==> src/rtl/sbmsg_bridge.sv <==
module sbmsg_bridge #(
  parameter int        NUM_REGS    = 6,
  parameter int        LOCK_W      = 4,
  parameter int        BUSY_CYCLES = 4,
  parameter logic [7:0] BASE_OFF   = 8'h10,
  parameter logic [7:0] TGT_PORT   = 8'h03,
  parameter logic [7:0] OP_RD      = 8'hD0,
  parameter logic [7:0] OP_WR      = 8'hE0,
  parameter logic [7:0] CTRL_ADDR  = 8'hD0,
  parameter logic [7:0] DATA_ADDR  = 8'hD4
) (
  input  logic        clk,
  input  logic        rst_n,
  input  logic        host_we,
  input  logic [7:0]  host_addr,
  input  logic [31:0] host_wdata,
  output logic [31:0] host_rdata,
  output logic        busy,
  output logic        err
);
  localparam int CW = $clog2(BUSY_CYCLES + 1);
  localparam int IW = (NUM_REGS > 1) ? $clog2(NUM_REGS) : 1;
  localparam logic [7:0] LAST_OFF = BASE_OFF + 8'(NUM_REGS - 1);

  logic [31:0]   ctrl_q, data_q;
  logic [31:0]   rng_q [NUM_REGS];
  logic [CW-1:0] cnt_q;

  wire [7:0] op   = ctrl_q[31:24];
  wire [7:0] port = ctrl_q[23:16];
  wire [7:0] off  = ctrl_q[15:8];
  wire [3:0] be   = ctrl_q[7:4];
  wire [7:0] rel  = off - BASE_OFF;
  wire [IW-1:0] idx = rel[IW-1:0];

  wire off_ok  = (off >= BASE_OFF) && (off <= LAST_OFF);
  wire legal   = (port == TGT_PORT) && (be == 4'hF) && off_ok &&
                 ((op == OP_RD) || (op == OP_WR));
  wire locked  = |rng_q[idx][LOCK_W-1:0];
  wire finish  = (cnt_q == CW'(1));

  assign busy = (cnt_q != '0);
  assign host_rdata = (host_addr == CTRL_ADDR) ? ctrl_q :
                      (host_addr == DATA_ADDR) ? data_q : '0;

  always_ff @(posedge clk) begin
    if (!rst_n) begin
      ctrl_q <= '0;
      data_q <= '0;
      cnt_q  <= '0;
      err    <= 1'b0;
      for (int i = 0; i < NUM_REGS; i++) rng_q[i] <= '0;
    end else begin
      if (host_we && !busy) begin
        if (host_addr == CTRL_ADDR) begin
          ctrl_q <= host_wdata;
          cnt_q  <= CW'(BUSY_CYCLES);
        end else if (host_addr == DATA_ADDR) begin
          data_q <= host_wdata;
        end
      end
      if (busy) cnt_q <= cnt_q - CW'(1);
      if (finish) begin
        if (!legal)            err <= 1'b1;
        else if (op == OP_RD)  data_q <= rng_q[idx];
        else if (locked)       err <= 1'b1;
        else                   rng_q[idx] <= data_q;
      end
    end
  end
endmodule


==> config.mk <==
export PLATFORM = sky130hd
export DESIGN_NAME = sbmsg_bridge
export DESIGN_NICKNAME = d
export VERILOG_FILES = /design/src/rtl/sbmsg_bridge.sv
export SDC_FILE = /design/constraint.sdc
export NUM_CORES = 1
export LEC_CHECK = 0
export ABC_CLOCK_PERIOD_IN_PS = 6500
export BUFFER_PORTS_ARGS = -buffer_cell sky130_fd_sc_hd__buf_2
export CAP_MARGIN = 15
export CORE_UTILIZATION = 35
export CTS_CLUSTER_SIZE = 28
export DETAILED_ROUTE_END_ITERATION = 10
export PLACE_DENSITY = 0.57
export SYNTH_ARGS = -nofsm -noshare
export SYNTH_HDL_FRONTEND = slang
export SYNTH_SLANG_ARGS = --single-unit
==> constraint.sdc <==
create_clock -name clk -period 6.5 [get_ports clk]
set_clock_uncertainty 0.2 [all_clocks]
set_input_delay 1.3 -clock clk [delete_from_list [all_inputs] [get_ports clk]]
set_output_delay 1.3 -clock clk [all_outputs]
set_load 0.05 [all_outputs]
==> run_results.csv, run 1 <==
group,metric,value,unit
grt,antenna_found_initial,0,
drt,vias_per_cell,5.413,
synthesis,synthFlopType,"edfxtp_1",
timing,post-route-min-period,4.565,ns
drt,drt_iter0_markers,918,
clock_network,clk_path_buf_depth,3,
floorplanning,dieWidth,209.5,um
setup_path,cp_top_family,"buffers and inverters",
clock_network,cts_resized,0,
layout,nets,1383,
timing,fin_crit_sh,70.23,%
status,status,"completed",
synthesis,synth_seq_cells,327,
place,dp_slack,1.955,ns
floorplanning,coreArea,42230,um2
drt,drt_pass1_iterations,5,
timing,rsz0062_at_grt,"false",
setup_path,max_stage_delay,0.71,ns
clock_network,cts_sinks,327,
synthesis,syn_area,15060,um2
floorplanning,initial_core_util,35.67,%
setup_path,critPathLaunchType,"flop",
clock_network,post_cts_buffers,0,
setup_path,cp_max_fo,195,
clock_network,root_buffer,"clkbuf_16",
drt,dr_total_vias,10310,
place,gp_congestion,0.7432,
layout,drive_gt1_share,17.74,%
floorplanning,rows,75,
synthesis,synth_cells,1246,
clock_network,cts_max_level,2,
timing,setup_viol,0,
layout,area_growth,15.61,%
layout,multi_input_area,5842,um2
grt,grt_pass1_wl,63.71,mm
place,place_hpwl,24.01,mm
drt,route.detailed.drc,0,
floorplanning,ios,77,
setup_path,critPathArrivalTime,4.50,ns
synthesis,async_flop_share,0,%
setup_path,required,6.44,ns
min_path,holdPathStages,2,
place,io_buffers,76,
power,p_leak,5.836,nW
timing,setup_tns,0,ns
clock_network,clkSlewWorstSetupHoldPaths,0.06,ns
synthesis,yosys.area.top_type,"edfxtp_1",
job,drv_cap,0,
timing,slew_headroom,22.74,%
timing,worst_slew_pin_slew,1.153,ns
synthesis,avgSynthCellArea,12.09,um2
grt,grt_pass1_vias,10370,
synthesis,ys_types,43,
timing,worst_slack,1.935,ns
setup_path,critPathCaptureType,"flop",
setup_path,crit_chain,"buf_4 > mux4_2 > mux2i_1 > o2111ai_4 > buf_12 > o31ai_4 > buf_4",
setup_path,crit_type,"reg -> reg",
timing,final-max-slew-violation-count,0,
min_path,hp-start,"ctrl_q[2]",
layout,layout_commonest_cell,"nand2_1",
setup_path,critPathBufInv,3,
floorplanning,die_y,209.5,um
power,power_density,264.8,nW/um2
setup_path,r2r-end,"rng_q[4][13]",
setup_path,reg2reg_slack,1.94,ns
synthesis,yosys.area.top_type_share,51.03,%
clock_network,ctsHoldBuffers,0,
clock_network,numCtsBuffers,35,
drt,antenna_left,0,
setup_path,r2r_cells,7,
timing,fmax,219.1,MHz
synthesis,synth_edf_count,256,
power,vdd.ir_drop.worst,0.1312,mV
setup_path,cp_common_cell,"buf_4",
synthesis,synth_area_leaders,"edfxtp_1 (51%), dfxtp_1 (9.4%), mux4_2 (9.3%)",
clock_network,insertion_delay,0.51,ns
layout,num-fill-cells,3958,
timing,hold_violations,0,
grt,grt_use_total,19.19,%
grt,grt.overflow.total,0,
layout,regArea,9115,um2
drt,avgRoutedWirePerCell,21.75,um
layout,final_cell_mix,"nand2_1 (293), edfxtp_1 (256), nor3_1 (129), mux2i_1 (96), buf_2 (75)",
clock_network,cts_tree,"built",
grt,grt_max_degree,196,
drt,routed_wl,41.42,mm
floorplanning,die-area,43880,um2
synthesis,synth.yosys.seq_area_share,60.47,%
synthesis,yosys_warnings,0,
min_path,hold_end,"ctrl_q[2]",
min_path,min_path_type,"reg -> reg",
setup_path,crit_slowest_cell,"dfxtp_2",
==> final cells by class <==
cell class                 count  share of cell area [%]
antenna                        1                 0.01437
clock buffer                  54                   5.755
clock inverter                 8                  0.5173
inverter                       3                 0.06466
multi-input combinational    860                   33.54
sequential                   327                   52.34
tap                          539                   3.872
timing repair buffer         112                   3.894
==> layer usage <==
| metal | up-vias | track usage, % | routed length, um |
|---|---|---|---|
| met1 | 5157 | 25.65 | 17650 |
| li1 | 4748 | - | - |
| met3 | 70 | 2.170 | 2180 |
| met5 | - | 0 | 0 |
| met4 | 0 | 6.519 | 1363 |
| met2 | 332 | 32.52 | 20220 |
==> stage by stage <==
stage	instances	hold slack, ns	cell area, um2	util [%]	total power [mW]
finish	1904	0.2655	17420	41.24	4.612
CTS	1903	0.2669	17410	41.24	4.640
global route	1903	0.3068	17410	41.24	4.752
global placement	1841	0.2512	16320	38.65	2.716
detailed placement	1841	0.2589	16320	38.65	2.725
floorplan	1309	0.2403	15300	-	2.593
==> worst max-delay path by stage <==
stage	endpoint	slack, ns	cells past startpoint
2_1_floorplan	rng_q[5][0]	0.51	6
3_3_place_gp	rng_q[0][17]	1.97	6
3_5_place_dp	rng_q[0][21]	1.96	6
4_1_cts	rng_q[0][9]	1.96	6
5_1_grt	rng_q[0][9]	1.80	6
6_report	rng_q[4][13]	1.94	7
==> flip-flops by register name, indices dropped and copies added (netlist names), named ones only <==
register,count
rng_q,256
cnt_q,3
ctrl_q,32
data_q,32
err,1
==> synth_stat cells (all sizes together), types with 2 or more instances <==
master  instances
nor4           66
o31ai           2
or4             2
inv             3
buf            16
nor2b           2
a21boi         33
nor3          133
nand2         293
mux2            3
nand4           3
nand2b          5
dfxtp          71
and3           31
o21ai           4
edfxtp        256
mux2i          96
o211a           4
or3             3
nor4b           4
clkbuf        102
mux4           62
nor2           36
==> tightest hold or removal path: stages (launching register included) <==
cell      delay (ns)
dfxtp_1         0.31
nand2_1         0.05
a21boi_0        0.06
==> cells by family after synthesis <==
kind of cell,count (synthesis),synth area share (%)
multiplexers,161,15.87
AO/OA/AOI/OAI,50,2.558
adder cells (fa/ha/maj),1,0.08304
buffers and inverters,122,3.123
other,1,0.02489
flip-flops,327,60.47
AND/OR/NAND/NOR,584,17.87
==> power breakdown <==
part	internal (mW)	total (mW)	leakage (nW)	switching, mW
clock	1.14	1.93	0.532	0.791
sequential	2.34	2.37	3.00	0.0311
combinational	0.0915	0.310	2.30	0.219
Power figures use the tool's default switching activity.
==> run 2: changes to the inputs <==
- ABC_AREA: not set -> 1
- ABC_CLOCK_PERIOD_IN_PS: 6500 -> 3750
- PLACE_DENSITY: 0.57 -> 0.59
- clock period: 6.5 -> 3.75 ns (I/O delays scaled with it)
==> run 2 against run 1 <==
Net effect:
- worst setup slack got worse by 1.7 ns
- sequential share of layout area increased by 2.5 points
- clock power rose by 72%
- first-iteration DRC count fell by 2.2%
- non-clock buffer count up 7
- highest routed layer unchanged
==> run_results.csv, run 2 <==
group,metric,value,unit
status,status,"completed",
setup_path,crit_type,"in -> out",
timing,worst_slack,0.2199,ns
setup_path,critPathBufInv,3,
setup_path,required,2.80,ns
grt,grt_pass1_wl,61.76,mm
drt,routed_wl,40.32,mm
setup_path,critPathLaunchType,"primary input",
layout,top_regs,"rng_q (256), ctrl_q (32), data_q (32)",
power,p_leak,6.191,nW
timing,fmax,283.3,MHz
synthesis,synth_edf_count,256,
synthesis,avgSynthCellArea,9.622,um2
clock_network,numCtsBuffers,36,
setup_path,max_stage_delay,0.41,ns
setup_path,cp_top_family,"simple AND/OR/NAND/NOR gates",
floorplanning,dieWidth,204.4,um
layout,stdcell_area,16630,um2
clock_network,cts_tree,"built",
setup_path,crit_chain,"buf_2 > or2_2 > nor3_1 > nand2_1 > buf_4 > o22ai_1 > buf_2",
setup_path,worstSetupStartpoint,"host_addr[1]",
setup_path,cp_common_cell,"buf_2",
clock_network,cts_resized,0,
synthesis,ys_types,28,
floorplanning,ios,77,
drt,drt_iter0_markers,898,
power,power_density,467.5,nW/um2
synthesis,async_flop_share,0,%
timing,hold_violations,0,
floorplanning,die_y,204.4,um
grt,grt_max_degree,59,
synthesis,synth.yosys.seq_area_share,63.53,%
layout,fin_util,41.48,%
timing,slew_headroom,53.04,%
drt,route.detailed.drc,0,
synthesis,synth_area_leaders,"edfxtp_1 (54%), dfxtp_1 (9.9%), nor2_1 (7.7%)",
clock_network,clkSlewWorstSetupHoldPaths,0.06,ns
min_path,min_path_type,"reg -> reg",
grt,grt_pass1_vias,10680,
grt,grt_use_total,19.50,%
synthesis,yosys.area.top_type,"edfxtp_1",
place,place_hpwl,24.26,mm
clock_network,post_cts_buffers,0,
timing,fin_crit_sh,94.14,%
grt,grt.overflow.total,0,
clock_network,insertion_delay,0.53,ns
layout,area_growth,16.01,%
setup_path,crit_slowest_cell,"nand2_1",
synthesis,yosys-top-cells-count,"nor2_1 (296), edfxtp_1 (256), o21ai_0 (193)",
min_path,hp-start,"ctrl_q[0]",
setup_path,critPathArrivalTime,2.58,ns
clock_network,ctsHoldBuffers,0,
synthesis,synth_seq_cells,327,
floorplanning,coreArea,40100,um2
timing,post-route-min-period,3.530,ns
clock_network,cts_sinks,327,
drt,antenna_left,0,
layout,layout_commonest_cell,"nor2_1",
timing,setup_tns,0,ns
drt,drt_pass1_iterations,5,
timing,worst_slew_pin_slew,0.7027,ns
layout,top_register,"rng_q",
drt,dr_total_vias,11010,
drt,vias_per_cell,5.090,
clock_network,clk_path_buf_depth,3,
timing,rsz0062_at_grt,"false",
floorplanning,rows,73,
setup_path,critPathCaptureType,"primary output",
clock_network,root_buffer,"clkbuf_16",
layout,final_cell_mix,"nor2_1 (296), edfxtp_1 (256), o21ai_0 (192), nand2_1 (178), inv_1 (136)",
place,dpl_cell_area,15540,um2
synthesis,synth_cells,1490,
grt,antenna_found_initial,0,
place,io_buffers,76,
layout,drive_gt1_share,11.29,%
timing,final-max-slew-violation-count,0,
layout,nets,1656,
clock_network,cts_max_level,2,
floorplanning,initial_core_util,35.76,%
layout,largest_reg_flops,256,
power,vdd.ir_drop.worst,0.2638,mV
job,drv_cap,0,
timing,setup_viol,0,
floorplanning,die-area,41780,um2
synthesis,syn_area,14340,um2
place,gp_congestion,0.7952,
synthesis,yosys_warnings,0,
drt,avgRoutedWirePerCell,18.64,um
synthesis,yosys.area.top_type_share,53.62,%
layout,antennaDiodeCount,0,
place,dp_slack,0.2308,ns
setup_path,cp_max_fo,14,
synthesis,synthFlopType,"edfxtp_1",
synthesis,synthMostInstantiatedCell,"nor2_1",
run 2: cell count changes after synthesis, sizes merged, moves of 62 or more:
| cell | delta |
|---|---|
| nor2 | +263 |
| o21ai | +205 |
| inv | +135 |
| nand2 | -115 |
| mux2i | -96 |
| nor3 | -95 |
| o22ai | +87 |
| a21oi | +73 |
| nor4 | -65 |
| mux4 | -62 |
run 2: cells by family (layout without fill, tap and decap cells):
family                   Yosys count  count (layout)  share of synthesized area [%]
AO/OA/AOI/OAI                    370             370                          13.68
buffers and inverters            236             321                          6.920
flip-flops                       327             327                          63.53
AND/OR/NAND/NOR                  555             555                          15.75
adder cells (fa/ha/maj)            1               1                        0.08725
other                              1              64                        0.02616
run 2: final cells by class:
cell class	instances	area, um2
fillers	3928	23460
flip-flops and latches	327	9114
multi-input cells	990	4494
clock buffers	47	983.4
repair buffers	119	753.2
well taps	525	656.9
inverters	138	520.5
clock inverters	17	111.4
run 2: stage by stage:
stage,power (mW),hold slack [ns],cells
finish,7.775,0.2534,2163
global route,8.038,0.2695,2163
CTS,7.838,0.2563,2163
detailed placement,4.539,0.2467,2099
global placement,4.529,0.2378,2099
floorplan,4.381,0.2297,1553
run 2: per-layer routing:
| layer | part of all wire (%) | global-route usage, % | vias up |
|---|---|---|---|
| met5 | 0 | 0 | - |
| met1 | 43 | 25.23 | 5306 |
| met4 | 2.4 | 6.077 | 0 |
| li1 | - | - | 5265 |
| met2 | 49 | 33.34 | 369 |
| met3 | 6.5 | 3.045 | 69 |
run 2: report_power, final:
part	switching (mW)	internal, mW	total (mW)	leakage, nW
logic	0.273	0.113	0.386	2.55
clock network	1.39	1.92	3.31	0.538
registers	0.0486	4.03	4.08	3.11
run 2: worst reg2reg max path: cells and delay by family, from the launching register on:
| family | cells | cell delay [ns] |
|---|---|---|
| flops | 1 | 0.46 |
| buf+inv | 2 | 0.61 |
| simple gates | 10 | 1.49 |
run 2: path summary, 6_finish.rpt:
check                           depth (start not counted)             end  slack [ns]
worst max-delay path                                    7  host_rdata[29]        0.22
worst min-delay path                                    2       ctrl_q[0]        0.25
worst max register to register                         12    rng_q[1][21]        0.70
worst min register to register                          2       ctrl_q[0]        0.25
